File: src/rtl/mbt_pkg.sv
package mbt_pkg;
    localparam int MBT_CLS_W_DEF  = 3;
    localparam int MBT_DLY_W_DEF  = 8;
    localparam int MBT_DATA_W_DEF = 32;

    typedef enum logic [0:0] {
        GATE_IDLE = 1'b0,
        GATE_HOLD = 1'b1
    } gate_state_e;

    // Number of counted cycles after arrival before the gate opens.
    function automatic int first_count(input int delay);
        return (delay > 0) ? delay - 1 : 0;
    endfunction
endpackage

File: src/rtl/mbt_delay_table.sv
module mbt_delay_table
    import mbt_pkg::*;
#(
    parameter int CLS_W = MBT_CLS_W_DEF,
    parameter int DLY_W = MBT_DLY_W_DEF
) (
    input  logic             clk,
    input  logic             rst,
    input  logic             wr_en,
    input  logic [CLS_W-1:0] wr_cls,
    input  logic [DLY_W-1:0] wr_val,
    input  logic [CLS_W-1:0] rd_cls,
    output logic [DLY_W-1:0] rd_val
);
    localparam int NCLS = 1 << CLS_W;

    logic [DLY_W-1:0] slot [NCLS];

    for (genvar g = 0; g < NCLS; g++) begin : g_slot
        always_ff @(posedge clk) begin
            if (rst) begin
                slot[g] <= '0;
            end else if (wr_en && wr_cls == CLS_W'(g)) begin
                slot[g] <= wr_val;
            end
        end

        // reset clears every entry
        p_reset_zero_r1: assert property (@(posedge clk) rst |=> slot[g] == '0);
        // a write to another class leaves this entry alone
        p_other_keep_r8: assert property (@(posedge clk) disable iff (rst)
            (wr_en && wr_cls != CLS_W'(g)) |=> $stable(slot[g]));
    end

    assign rd_val = slot[rd_cls];
endmodule

File: src/rtl/mbt_gate.sv
module mbt_gate
    import mbt_pkg::*;
#(
    parameter int CLS_W = MBT_CLS_W_DEF,
    parameter int DLY_W = MBT_DLY_W_DEF
) (
    input  logic             clk,
    input  logic             rst,
    input  logic             in_valid,
    input  logic             out_ready,
    input  logic [CLS_W-1:0] cur_cls,
    input  logic [DLY_W-1:0] cur_delay,
    output logic             pass_en,
    output logic [CLS_W-1:0] out_cls
);
    gate_state_e      state_q;
    logic [DLY_W-1:0] cnt_q;
    logic [CLS_W-1:0] cls_q;
    logic             fire;

    assign pass_en = (state_q == GATE_HOLD) ? (cnt_q == '0) : (cur_delay == '0);
    assign fire    = in_valid && pass_en && out_ready;
    assign out_cls = (state_q == GATE_HOLD) ? cls_q : cur_cls;

    always_ff @(posedge clk) begin
        if (rst) begin
            state_q <= GATE_IDLE;
            cnt_q   <= '0;
            cls_q   <= '0;
        end else begin
            unique case (state_q)
                GATE_IDLE: begin
                    if (in_valid && !fire) begin
                        state_q <= GATE_HOLD;
                        cls_q   <= cur_cls;
                        cnt_q   <= DLY_W'(first_count(int'(cur_delay)));
                    end
                end
                GATE_HOLD: begin
                    if (fire) begin
                        state_q <= GATE_IDLE;
                    end else if (cnt_q != '0) begin
                        cnt_q <= cnt_q - 1'b1;
                    end
                end
                default: state_q <= GATE_IDLE;
            endcase
        end
    end

    // a nonzero delay loads delay-1 at arrival
    p_load_r2: assert property (@(posedge clk) disable iff (rst)
        (state_q == GATE_IDLE && in_valid && cur_delay != '0)
        |=> (state_q == GATE_HOLD && cnt_q == $past(cur_delay) - 1'b1));
    // the count only moves down by one per cycle, whatever the table does
    p_count_down_r6: assert property (@(posedge clk) disable iff (rst)
        (state_q == GATE_HOLD && cnt_q != '0)
        |=> (state_q == GATE_HOLD && cnt_q == $past(cnt_q) - 1'b1));
    // the recorded class holds until the handshake
    p_cls_hold_r5: assert property (@(posedge clk) disable iff (rst)
        (state_q == GATE_HOLD && !fire) |=> (state_q == GATE_HOLD && $stable(cls_q)));
    // no request leaves while counting
    p_blocked_r4: assert property (@(posedge clk) disable iff (rst)
        (state_q == GATE_HOLD && cnt_q != '0) |-> !fire);
endmodule

File: src/rtl/mbt_throttle.sv
module mbt_throttle
    import mbt_pkg::*;
#(
    parameter int CLS_W  = MBT_CLS_W_DEF,
    parameter int DLY_W  = MBT_DLY_W_DEF,
    parameter int DATA_W = MBT_DATA_W_DEF
) (
    input  logic              clk,
    input  logic              rst,
    input  logic              cfg_we,
    input  logic [CLS_W-1:0]  cfg_cls,
    input  logic [DLY_W-1:0]  cfg_delay,
    input  logic [CLS_W-1:0]  cur_cls,
    input  logic              req_valid,
    output logic              req_ready,
    input  logic [DATA_W-1:0] req_data,
    output logic              mem_valid,
    input  logic              mem_ready,
    output logic [DATA_W-1:0] mem_data,
    output logic [CLS_W-1:0]  mem_cls
);
    logic [DLY_W-1:0] cls_delay;
    logic             pass_en;

    mbt_delay_table #(.CLS_W(CLS_W), .DLY_W(DLY_W)) u_table (
        .clk    (clk),
        .rst    (rst),
        .wr_en  (cfg_we),
        .wr_cls (cfg_cls),
        .wr_val (cfg_delay),
        .rd_cls (cur_cls),
        .rd_val (cls_delay)
    );

    mbt_gate #(.CLS_W(CLS_W), .DLY_W(DLY_W)) u_gate (
        .clk       (clk),
        .rst       (rst),
        .in_valid  (req_valid),
        .out_ready (mem_ready),
        .cur_cls   (cur_cls),
        .cur_delay (cls_delay),
        .pass_en   (pass_en),
        .out_cls   (mem_cls)
    );

    assign mem_valid = req_valid && pass_en;
    assign req_ready = pass_en && mem_ready;
    assign mem_data  = req_data;

    // acceptance upstream only with memory ready
    p_ready_mem_r7: assert property (@(posedge clk) disable iff (rst)
        req_ready |-> mem_ready);
    // a stalled forward stays offered with the same class
    p_stall_keep_r7: assert property (@(posedge clk) disable iff (rst)
        (mem_valid && !mem_ready) |=> (mem_valid && $stable(mem_cls)));
    // nothing is forwarded without a request
    p_no_ghost_r3: assert property (@(posedge clk) disable iff (rst)
        mem_valid |-> req_valid);
endmodule

File: config.mk
export PLATFORM = sky130hd
export DESIGN_NAME = mbt_throttle
export DESIGN_NICKNAME = d
export VERILOG_FILES = /design/src/rtl/mbt_pkg.sv /design/src/rtl/mbt_delay_table.sv /design/src/rtl/mbt_gate.sv /design/src/rtl/mbt_throttle.sv
export SDC_FILE = /design/constraint.sdc
export NUM_CORES = 1
export LEC_CHECK = 0
export BUFFER_PORTS_ARGS = -buffer_cell sky130_fd_sc_hd__buf_4
export CAP_MARGIN = 20
export CELL_PAD_IN_SITES_DETAIL_PLACEMENT = 2
export CELL_PAD_IN_SITES_GLOBAL_PLACEMENT = 2
export CORE_MARGIN = 4
export CORE_UTILIZATION = 33
export DETAILED_ROUTE_END_ITERATION = 12
export PLACE_DENSITY = 0.86
export SLEW_MARGIN = 20
export SYNTH_ARGS = -nofsm -noshare
export SYNTH_HDL_FRONTEND = slang
export SYNTH_SLANG_ARGS = --single-unit
File: constraint.sdc
create_clock -name clk -period 3.4 [get_ports clk]
set_clock_uncertainty 0.05 [all_clocks]
set_input_delay 0.68 -clock clk [delete_from_list [all_inputs] [get_ports clk]]
set_output_delay 0.68 -clock clk [all_outputs]
set_load 0.1 [all_outputs]
; ---- After elaboration in Yosys (flattened, before gate mapping)
; Memories as Yosys holds them, arrays and structs flattened.
; Index checks and enable logic that the tools add are counted.
[totals]
register_bits = 12
mem_bits_rw = 64
in_bits = 51
output_inout_bits = 37
elab_cells = 89
mem_count = 1
[classes]
add_sub_neg = 2
magnitude_cmp = 1
n_eq_ne = 10
muxes = 44
bitwise = 9
reduce_logical = 19
[mem_list]
columns = memory, words, width, rd, rd_clocked_by_memory_dff, wr, line_no
row1 = u_table.slot, 8, 8, 1, 0, 8, mbt_delay_table.sv:17  ; logic [DLY_W-1:0] slot [NCLS];
[ops]
columns = op, count
row1 = 2-to-1 mux 8 bit, 12
row2 = 2-to-1 mux 1 bit, 29
row3 = zero test 8 bit, 2
row4 = one-hot mux 8 bit (2 select lines), 1
row5 = "subtractor 8 x 1 -> 8 bit, second input constant", 2
row6 = "equality test 3 bit, second input constant", 4
row7 = logical AND 1 bit, 12
row8 = "> comparator 8 x 1 -> 1 bit, second input constant", 1
row9 = OR 1 bit, 8
row10 = nonzero test 8 bit, 1
row11 = "equality test 3 x 2 -> 1 bit, second input constant", 2
row12 = "inequality test 2 bit, second input constant", 2
row13 = "equality test 3 x 1 -> 1 bit, second input constant", 1
row14 = zero test 3 bit, 1
row15 = 2-to-1 mux 3 bit, 1
row16 = AND reduction 3 bit, 1
row17 = "inequality test 2 x 1 -> 1 bit, second input constant", 1
row18 = one-hot mux 1 bit (2 select lines), 1
row19 = AND reduction 2 bit, 1
row20 = zero test 1 bit, 1
row21 = NOT 1 bit, 1

; ---- Depth between registers and ports, before layout
; Gate-level depths: netlist of run 1.
; An unclocked memory read counts as a cell.
[logic_depth]
word_depth = 9
mapped_depth = 11
ltp_nobuf = 8

; ---- Cells and area by module
; Synthesis of run 1 repeated with hierarchy kept, for this count alone.
[hier_totals]
hier_cells = 341
area_unflattened_um2 = 4250.3
[modules_own_cells]
columns = module, n_inst, cells_each, area_each_um2, seq_area_each_um2
row1 = mbt_delay_table, 1, 195, 2987.9, 1921.8
row2 = mbt_gate, 1, 112, 1009.7, 240.2
row3 = mbt_throttle, 1, 34, 252.7, 0.0

; ---- Least setup slack after synthesis of run 1
; OpenSTA, ideal clock, no wires.
[synth_timing]
path_type = input -> output
from = in cur_cls[0]
to = out req_ready
arrival_ns = 3.319
required_ns = 2.670
path_slack_ns = -0.649
cell_stages = 8
path_buffers = 2
cell_sequence = buf_6 -> buf_4 -> mux4_2 -> mux2i_1 -> ha_1 -> o21ai_1 -> nor4_1 -> o21a_1
[synth_between]
elab_chain_cells = 4
[synth_rtl]
columns = element, line_no
row1 = start: declaration, mbt_throttle.sv:13  ; input logic [CLS_W-1:0] cur_cls,
row2 = memory (8 x 8 bit), --
row3 = zero test 8 bit, mbt_gate.sv:21  ; assign pass_en = (state_q == GATE_HOLD) ? (cnt_q == '0) : (cur_delay == '0);
row4 = 2-to-1 mux 1 bit, mbt_gate.sv:21
row5 = logical AND 1 bit, mbt_throttle.sv:47  ; assign req_ready = pass_en && mem_ready;
row6 = end: declaration, mbt_throttle.sv:15  ; output logic req_ready,
; No other way between the ends.

; ---- Final worst setup path of run 1
; Same ends and word-level chain as after synthesis.

==> key figures, run 1 <==
Outcome
  • Run status: completed

Yosys
  • Synth warn: 0
  • Unique masters post-synth: 52
  • Sequential-to-total area share from yosys stat: 0.516
  • Count of flip-flops with a built-in enable after synthesis: 64
  • Syn Std Cell Area: 4190 um2
  • Average cell area after synthesis: 12.5 um2
  • Ys flop type: edfxtp_1
  • Register bit count reported by yosys: 76
  • Net count after synthesis: 389
  • Synthesized instance count: 334
  • Ys async rst share: 0

Layout
  • Layout cells sized above 1: 0.294
  • Commonest cells after routing, fill and taps aside: and2_1, edfxtp_1, buf_4
  • Post-layout util: 0.404
  • Area growth from synthesis to layout: 17.7%
  • Most common cell after layout, fill and taps aside: and2_1
  • Finished Layout Cells: 528
  • Nets@finish: 410
  • Antenna diodes: 0

STA
  • Period utilisation layout: 0.996
  • Worst-case setup margin in the final layout: 15.3 ps
  • Highest achievable clock rate: 295 MHz
  • Slew @ Worst Pin: 1050 ps
  • Setup-violating endpoint count in the final report: 0
  • Final hold violation count: 0
  • Worst slew margin relative to its limit: 0.301
  • Max-slew violations: 0
  • Unrepaired setup endpoints after global routing: yes
  • Post-layout minimum cycle time: 3380 ps

Setup path
  • Worst EP arrival: 2650 ps
  • Total number of cells along the worst setup path: 10
  • Worst endpoint required time: 2670 ps
  • Reg-to-reg slack, setup: 670 ps
  • CP most frequent cell: buf_12
  • Startpoint of the worst-slack reg-to-reg timing path: u_table.slot[0][1]
  • R2r worst-path depth: 10
  • Family with the most delay on the worst path: multiplexers
  • Crit path max fanout: 7
  • Maximum single-stage delay on the critical path: 530 ps
  • Type of origin of the critical path: primary input
  • Crit Path Class: in -> out
  • Total buffers and inverters traversed by the critical path: 4
  • Critical Path Slowest Stage Cell: mux4_2
  • Reg-to-Reg End: u_gate.cnt_q[7]
  • CP Capture Type: output pin
  • Series of cell instances along the critical path: buf_12 -> buf_12 -> mux4_2 -> mux2i_4 -> ha_4 -> o21ai_4 -> nor4_2 -> buf_4 -> o21a_4 -> buf_12

Detailed routing
  • Sum of routed wire segments on met1: 4800 um
  • Number of vias after detailed routing: 2692
  • Routed wire length per instance: 22.3 um
  • Routed length on met3: 366 um
  • Final Routed Wirelength: 11800 um
  • Antenna-violating nets left: 0
  • Number of violations reported at the end of detailed-routing iteration 0: 137
  • Detailed route wirelength on metal2: 6470 um
  • Drc violations: 0
  • Router iterations before antenna repair: 5
  • Mean number of vias per cell: 5.10
  • Highest routed layer: met4

Global routing
  • Largest net degree at the start of global routing: 26
  • Overall fraction of global-route tracks in use: 0.168
  • Via count of the first global-routing pass: 3049
  • Number of antenna violations at the first check in global routing: 0
  • Wire length of the first global-routing pass: 18000 um
  • Overflow left after global routing: 0

Placed design
  • Worst setup slack after placement: -182 ps
  • Number of buffers inserted by port buffering: 23
  • Half-perimeter wire length of the detailed placement result: 8520 um
  • Weighted congestion reported at the end of routability-driven placement: 0.801
  • Placed cells: 501

Pwr
  • Power density relative to cell area: 531 nW/um2
  • Leak pwr: 1.83 nW
  • Worst-case vdd ir drop: 0.296 mV
  • Tot Pwr: 2.62 mW

Floorplanning
  • Die height: 121 um
  • Starting density of the core: 0.343
  • Top Ports: 88
  • Number of standard-cell rows in the floorplan: 40
  • Standard cell core area: 12200 um2
  • Die Area: 14600 um2
  • Chip Width: 121 um

Clocking
  • Number of buffers on the longest clock path: 2
  • Number of buffers created by CTS: 9
  • Clock insertion delay at the later pin of the skew report: 350 ps
  • Clock-pin slew on the worst setup and hold paths: 60 ps
  • CTS H-tree depth: 3
  • TritonCTS clock tree: built
  • # clock sinks: 76
  • Root buffer cell: clkbuf_16

Hold path
  • Origin of the worst min-delay path: u_gate.cls_q[1]
  • Worst hold-check path type: reg -> reg
  • Hold Path Sink: u_gate.cls_q[1]
  • Number of cells on the worst hold path: 2

Flow run
  • # Max-Cap Violations: 0
==> cells in the mapped netlist, types with 5 or more instances <==
master / instances / area share
a21oi_1: 9 / 0.011
and2_1: 66 / 0.099
buf_4: 34 / 0.061
dfxtp_1: 12 / 0.057
edfxtp_1: 64 / 0.46
inv_1: 8 / 0.0072
mux2_2: 7 / 0.019
mux2i_1: 8 / 0.019
mux4_1: 5 / 0.031
mux4_2: 9 / 0.048
nand2_1: 9 / 0.0081
nand2b_1: 8 / 0.012
nor2_1: 17 / 0.015
o21bai_1: 7 / 0.013
==> flip-flops by register name, summed over array words and instances, names as in the netlist <==
signal	cells
u_gate.cnt_q	8
u_gate.state_q	1
u_gate.cls_q	3
u_table.slot	64
==> final cells by class <==
type / count / area (um2)
clock buffers: 9 / 225
well taps: 168 / 210
flip-flops and latches: 76 / 2160
clock inverters: 7 / 82.6
fillers: 1260 / 7280
inverters: 8 / 30.0
repair buffers: 51 / 450
multi-input cells: 209 / 1770
==> stage by stage <==
stage	hold slack (ps)	area, um2	setup TNS, ps
after floorplan	404	4230	0
after global placement	420	4450	-174
after detailed placement	445	4450	-345
after CTS	471	4810	0
after global routing	502	4930	-58.5
final	463	4930	0
==> power breakdown <==
part	switching (mW)	internal, mW	total [mW]
clock network	0.428	0.582	1.01
registers	0.0428	1.08	1.13
logic	0.268	0.213	0.481
total	0.739	1.88	2.62
==> how the worst max path moves through the flow <==
| stage | startpoint | end |
|---|---|---|
| after floorplan | cur_cls[0] | req_ready |
| after global placement | cur_cls[0] | req_ready |
| after detailed placement | cur_cls[0] | req_ready |
| after CTS | cur_cls[0] | req_ready |
| after global routing | cur_cls[0] | req_ready |
| final | cur_cls[0] | req_ready |
==> per-layer routing <==
metal / global-route usage / vias up
li1: - / 1223
met1: 0.192 / 1385
met2: 0.313 / 63
met3: 0.0421 / 21
met4: 0.0439 / 0
met5: 0 / -
==> repair_timing <==
item,CTS,global route
pin swaps,1,3
hold buffers,0,0
resized for setup,10,5
cloned,0,1
setup endpoints to repair,2,2
setup buffers,2,8
==> worst min-delay path, cell delays in order (launching register included) <==
cell and delay (ps):
dfxtp_1 330, mux2i_1 70, nor2_1 70
==> cells by family after synthesis <==
| logic type | after synthesis | synth area share |
|---|---|---|
| simple gates | 125 | 0.176 |
| xor+xnor | 6 | 0.0125 |
| fa+ha+maj | 4 | 0.0119 |
| compound gates | 42 | 0.0770 |
| mux | 32 | 0.128 |
| flops | 76 | 0.516 |
| buf+inv | 49 | 0.0788 |
Note: power is estimated with default switching activity, not from simulation.
==> run 2, diff against run 1 <==
- SKIP_CTS_REPAIR_TIMING: unset -> 1
- SYNTH_HIERARCHICAL: unset -> 1
==> run 2 against run 1 <==
  * Critical path depth stayed put
  * Worst hold slack improved by 2.1 ps
  * Combinational power increased by 4.4%
  * Core utilization fell by 1.7 points
  * Largest cell class unchanged
  * Highest routed layer unchanged
==> key figures, run 2 <==
Outcome
  • Run status: completed (unchanged)

Yosys
  • Count of flip-flops with a built-in enable after synthesis: 64 (unchanged)
  • Synth top area share: 0.452 (was 0.459)
  • Synthesized instance count: 341 (was 334)
  • Net count after synthesis: 396 (was 389)
  • Post-synthesis cell type with the largest combined area: edfxtp_1 (unchanged)
  • Ys flop type: edfxtp_1 (unchanged)
  • Synth warn: 6 (was 0)
  • Sequential-to-total area share from yosys stat: 0.509 (was 0.516)
  • Syn Std Cell Area: 4250 um2 (was 4190 um2)
  • Leading cell types by total area after synthesis: edfxtp_1, mux4_1, nor3_1 (was edfxtp_1, and2_1, buf_4)
  • Ys async rst share: 0 (unchanged)
  • Top cells by count, synth: nor3_1, edfxtp_1, buf_4, mux4_1, clkbuf_1 (was and2_1, edfxtp_1, buf_4, nor2_1, dfxtp_1)
  • Register bit count reported by yosys: 76 (unchanged)
  • Unique masters post-synth: 54 (was 52)
  • Average cell area after synthesis: 12.5 um2 (about the same)
  • Most used standard cell by instance count after synthesis: nor3_1 (was and2_1)

Layout
  • Nets@finish: 403 (was 410)
  • Commonest cells after routing, fill and taps aside: nor3_1, edfxtp_1, buf_4 (was and2_1, edfxtp_1, buf_4)
  • Area growth from synthesis to layout: 14.7% (was 17.7%)
  • Number of flip-flops in the largest register: 64 (unchanged)
  • Layout cells sized above 1: 0.312 (was 0.294)
  • Largest registers ranked by flip-flop count: u_table/slot: 64 flops, u_gate/cnt_q: 8 flops, u_gate/cls_q: 3 flops (was u_table.slot: 64 flops, u_gate.cnt_q: 8 flops, u_gate.cls_q: 3 flops)
  • Largest register by flop count: u_table/slot (was u_table.slot)
  • Antenna diodes: 0 (unchanged)
  • Design Area, Final: 4880 um2 (was 4930 um2)
  • Most common cell after layout, fill and taps aside: nor3_1 (was and2_1)
  • Post-layout util: 0.386 (was 0.404)

Detailed routing
  • Final Routed Wirelength: 12400 um (was 11800 um)
  • Drc violations: 0 (unchanged)
  • Number of vias after detailed routing: 2842 (was 2692)
  • Antenna-violating nets left: 0 (unchanged)
  • Router iterations before antenna repair: 4 (was 5)
  • Routed wire length per instance: 23.5 um (was 22.3 um)
  • Number of violations reported at the end of detailed-routing iteration 0: 262 (was 137)
  • Mean number of vias per cell: 5.41 (was 5.10)

Pwr
  • Power density relative to cell area: 546 nW/um2 (was 531 nW/um2)
  • Tot Pwr: 2.66 mW (was 2.62 mW)
  • Worst-case vdd ir drop: 0.383 mV (was 0.296 mV)
  • Leak pwr: 1.72 nW (was 1.83 nW)

Clocking
  • Root buffer cell: clkbuf_16 (unchanged)
  • TritonCTS clock tree: built (unchanged)
  • # clock sinks: 76 (unchanged)
  • Clock-pin slew on the worst setup and hold paths: 70 ps (was 60 ps)
  • Number of buffers created by CTS: 9 (unchanged)
  • Clock insertion delay at the later pin of the skew report: 350 ps (about the same)
  • Number of buffers on the longest clock path: 2 (unchanged)
  • CTS H-tree depth: 3 (unchanged)

Global routing
  • Number of antenna violations at the first check in global routing: 0 (unchanged)
  • Largest net degree at the start of global routing: 33 (was 26)
  • Overall fraction of global-route tracks in use: 0.170 (was 0.168)
  • Overflow left after global routing: 0 (unchanged)
  • Via count of the first global-routing pass: 3146 (was 3049)
  • Wire length of the first global-routing pass: 18900 um (was 18000 um)

STA
  • Unrepaired setup endpoints after global routing: yes (unchanged)
  • Slew @ Worst Pin: 849 ps (was 1050 ps)
  • Highest achievable clock rate: 298 MHz (was 295 MHz)
  • Setup tns final: 0 ps (unchanged)
  • Final-layout worst hold slack: 465 ps (was 463 ps)
  • Final hold violation count: 0 (unchanged)
  • Worst slew margin relative to its limit: 0.434 (was 0.301)
  • Setup-violating endpoint count in the final report: 0 (unchanged)
  • Period utilisation layout: 0.987 (was 0.996)
  • Post-layout minimum cycle time: 3360 ps (was 3380 ps)
  • Max-slew violations: 0 (unchanged)

Floorplanning
  • Standard cell core area: 12600 um2 (was 12200 um2)
  • Die Area: 14800 um2 (was 14600 um2)
  • Die height: 121 um (about the same)
  • Starting density of the core: 0.337 (was 0.343)
  • Chip Width: 121 um (about the same)
  • Top Ports: 88 (unchanged)
  • Number of standard-cell rows in the floorplan: 41 (was 40)

Setup path
  • Worst EP arrival: 2630 ps (was 2650 ps)
  • Crit path max fanout: 7 (unchanged)
  • Startpoint of the worst-slack reg-to-reg timing path: u_table/slot[1][2] (was u_table.slot[0][1])
  • Type of origin of the critical path: primary input (unchanged)
  • Crit Path Class: in -> out (unchanged)
  • Reg-to-Reg End: u_gate/cnt_q[5] (was u_gate.cnt_q[7])
  • R2r worst-path depth: 8 (was 10)
  • Reg-to-reg slack, setup: 620 ps (was 670 ps)
  • CP Capture Type: output pin (unchanged)
  • Worst endpoint required time: 2670 ps (about the same)

Placed design
  • Cell Area, Placed: 4480 um2 (was 4450 um2)
  • Weighted congestion reported at the end of routability-driven placement: 0.744 (was 0.801)
  • Number of buffers inserted by port buffering: 23 (unchanged)
  • Half-perimeter wire length of the detailed placement result: 7920 um (was 8520 um)

Hold path
  • Number of cells on the worst hold path: 2 (unchanged)
  • Origin of the worst min-delay path: u_gate/cls_q[2] (was u_gate.cls_q[1])
  • Worst hold-check path type: reg -> reg (unchanged)
  • Hold Path Sink: u_gate/cls_q[2] (was u_gate.cls_q[1])

Flow run
  • # Max-Cap Violations: 0 (unchanged)
==> run 2: cell count changes in the layout (fill, tap and decap cells not counted), moves of 6 or more <==
cell and change:
nor2_1 -8, and2_1 -66, nor3_1 +64, clkinv_1 +8, mux2_4 +6
==> run 2: kinds of logic after synthesis <==
logic type / share of synthesized area
adders and majority gates: 0.0118
muxes: 0.134
AOI/OAI and AO/OA: 0.0886
DFF: 0.509
and+or+nand+nor: 0.145
xor gates and xnor gates: 0.0103
buffers and inverters: 0.102
==> run 2: layer usage <==
layer	wire [um]	global-route usage
met3	550	0.0326
met5	0	0
met1	4920	0.205
met2	6730	0.312
met4	165	0.0413
==> run 2: layout make-up <==
cell class	instances	area, um2
Multi-Input combinational cell	194	1670
Tap cell	172	215
Fill cell	1300	7740
Sequential cell	76	2160
Clock inverter	7	90.1
Timing Repair Buffer	52	460
Inverter	15	56.3
Clock buffer	9	225
==> run 2: how the worst max path moves through the flow <==
stage,start,endpoint,slack [ps]
floorplan,cur_cls[0],mem_valid,-190
CTS,cur_cls[0],req_ready,-360
global placement,cur_cls[0],req_ready,-220
detailed placement,cur_cls[0],req_ready,-300
finish,cur_cls[0],mem_valid,40
global route,cur_cls[0],mem_valid,-40
==> run 2: stage by stage <==
stage	cells	worst slack, ps
after detailed placement	506	-295
after floorplan	341	-188
after global placement	506	-221
after global routing	525	-42.0
final	525	44.1
after CTS	522	-359
==> run 2: critical path: stages <==
cell     delay [ps]
buf_16          110
mux4_2          510
mux2_4          290
inv_2            70
ha_2            180
nor3b_4         210
nand2_2         100
o21ai_2         140
and2_4          170
buf_12          160
==> run 2: report_power, final <==
group | switching [mW] | internal [mW] | leakage (nW) | total, mW
logic | 0.287 | 0.214 | 0.842 | 0.502
clock network | 0.442 | 0.591 | 0.156 | 1.03
registers | 0.0454 | 1.08 | 0.718 | 1.13
total | 0.775 | 1.89 | 1.72 | 2.66
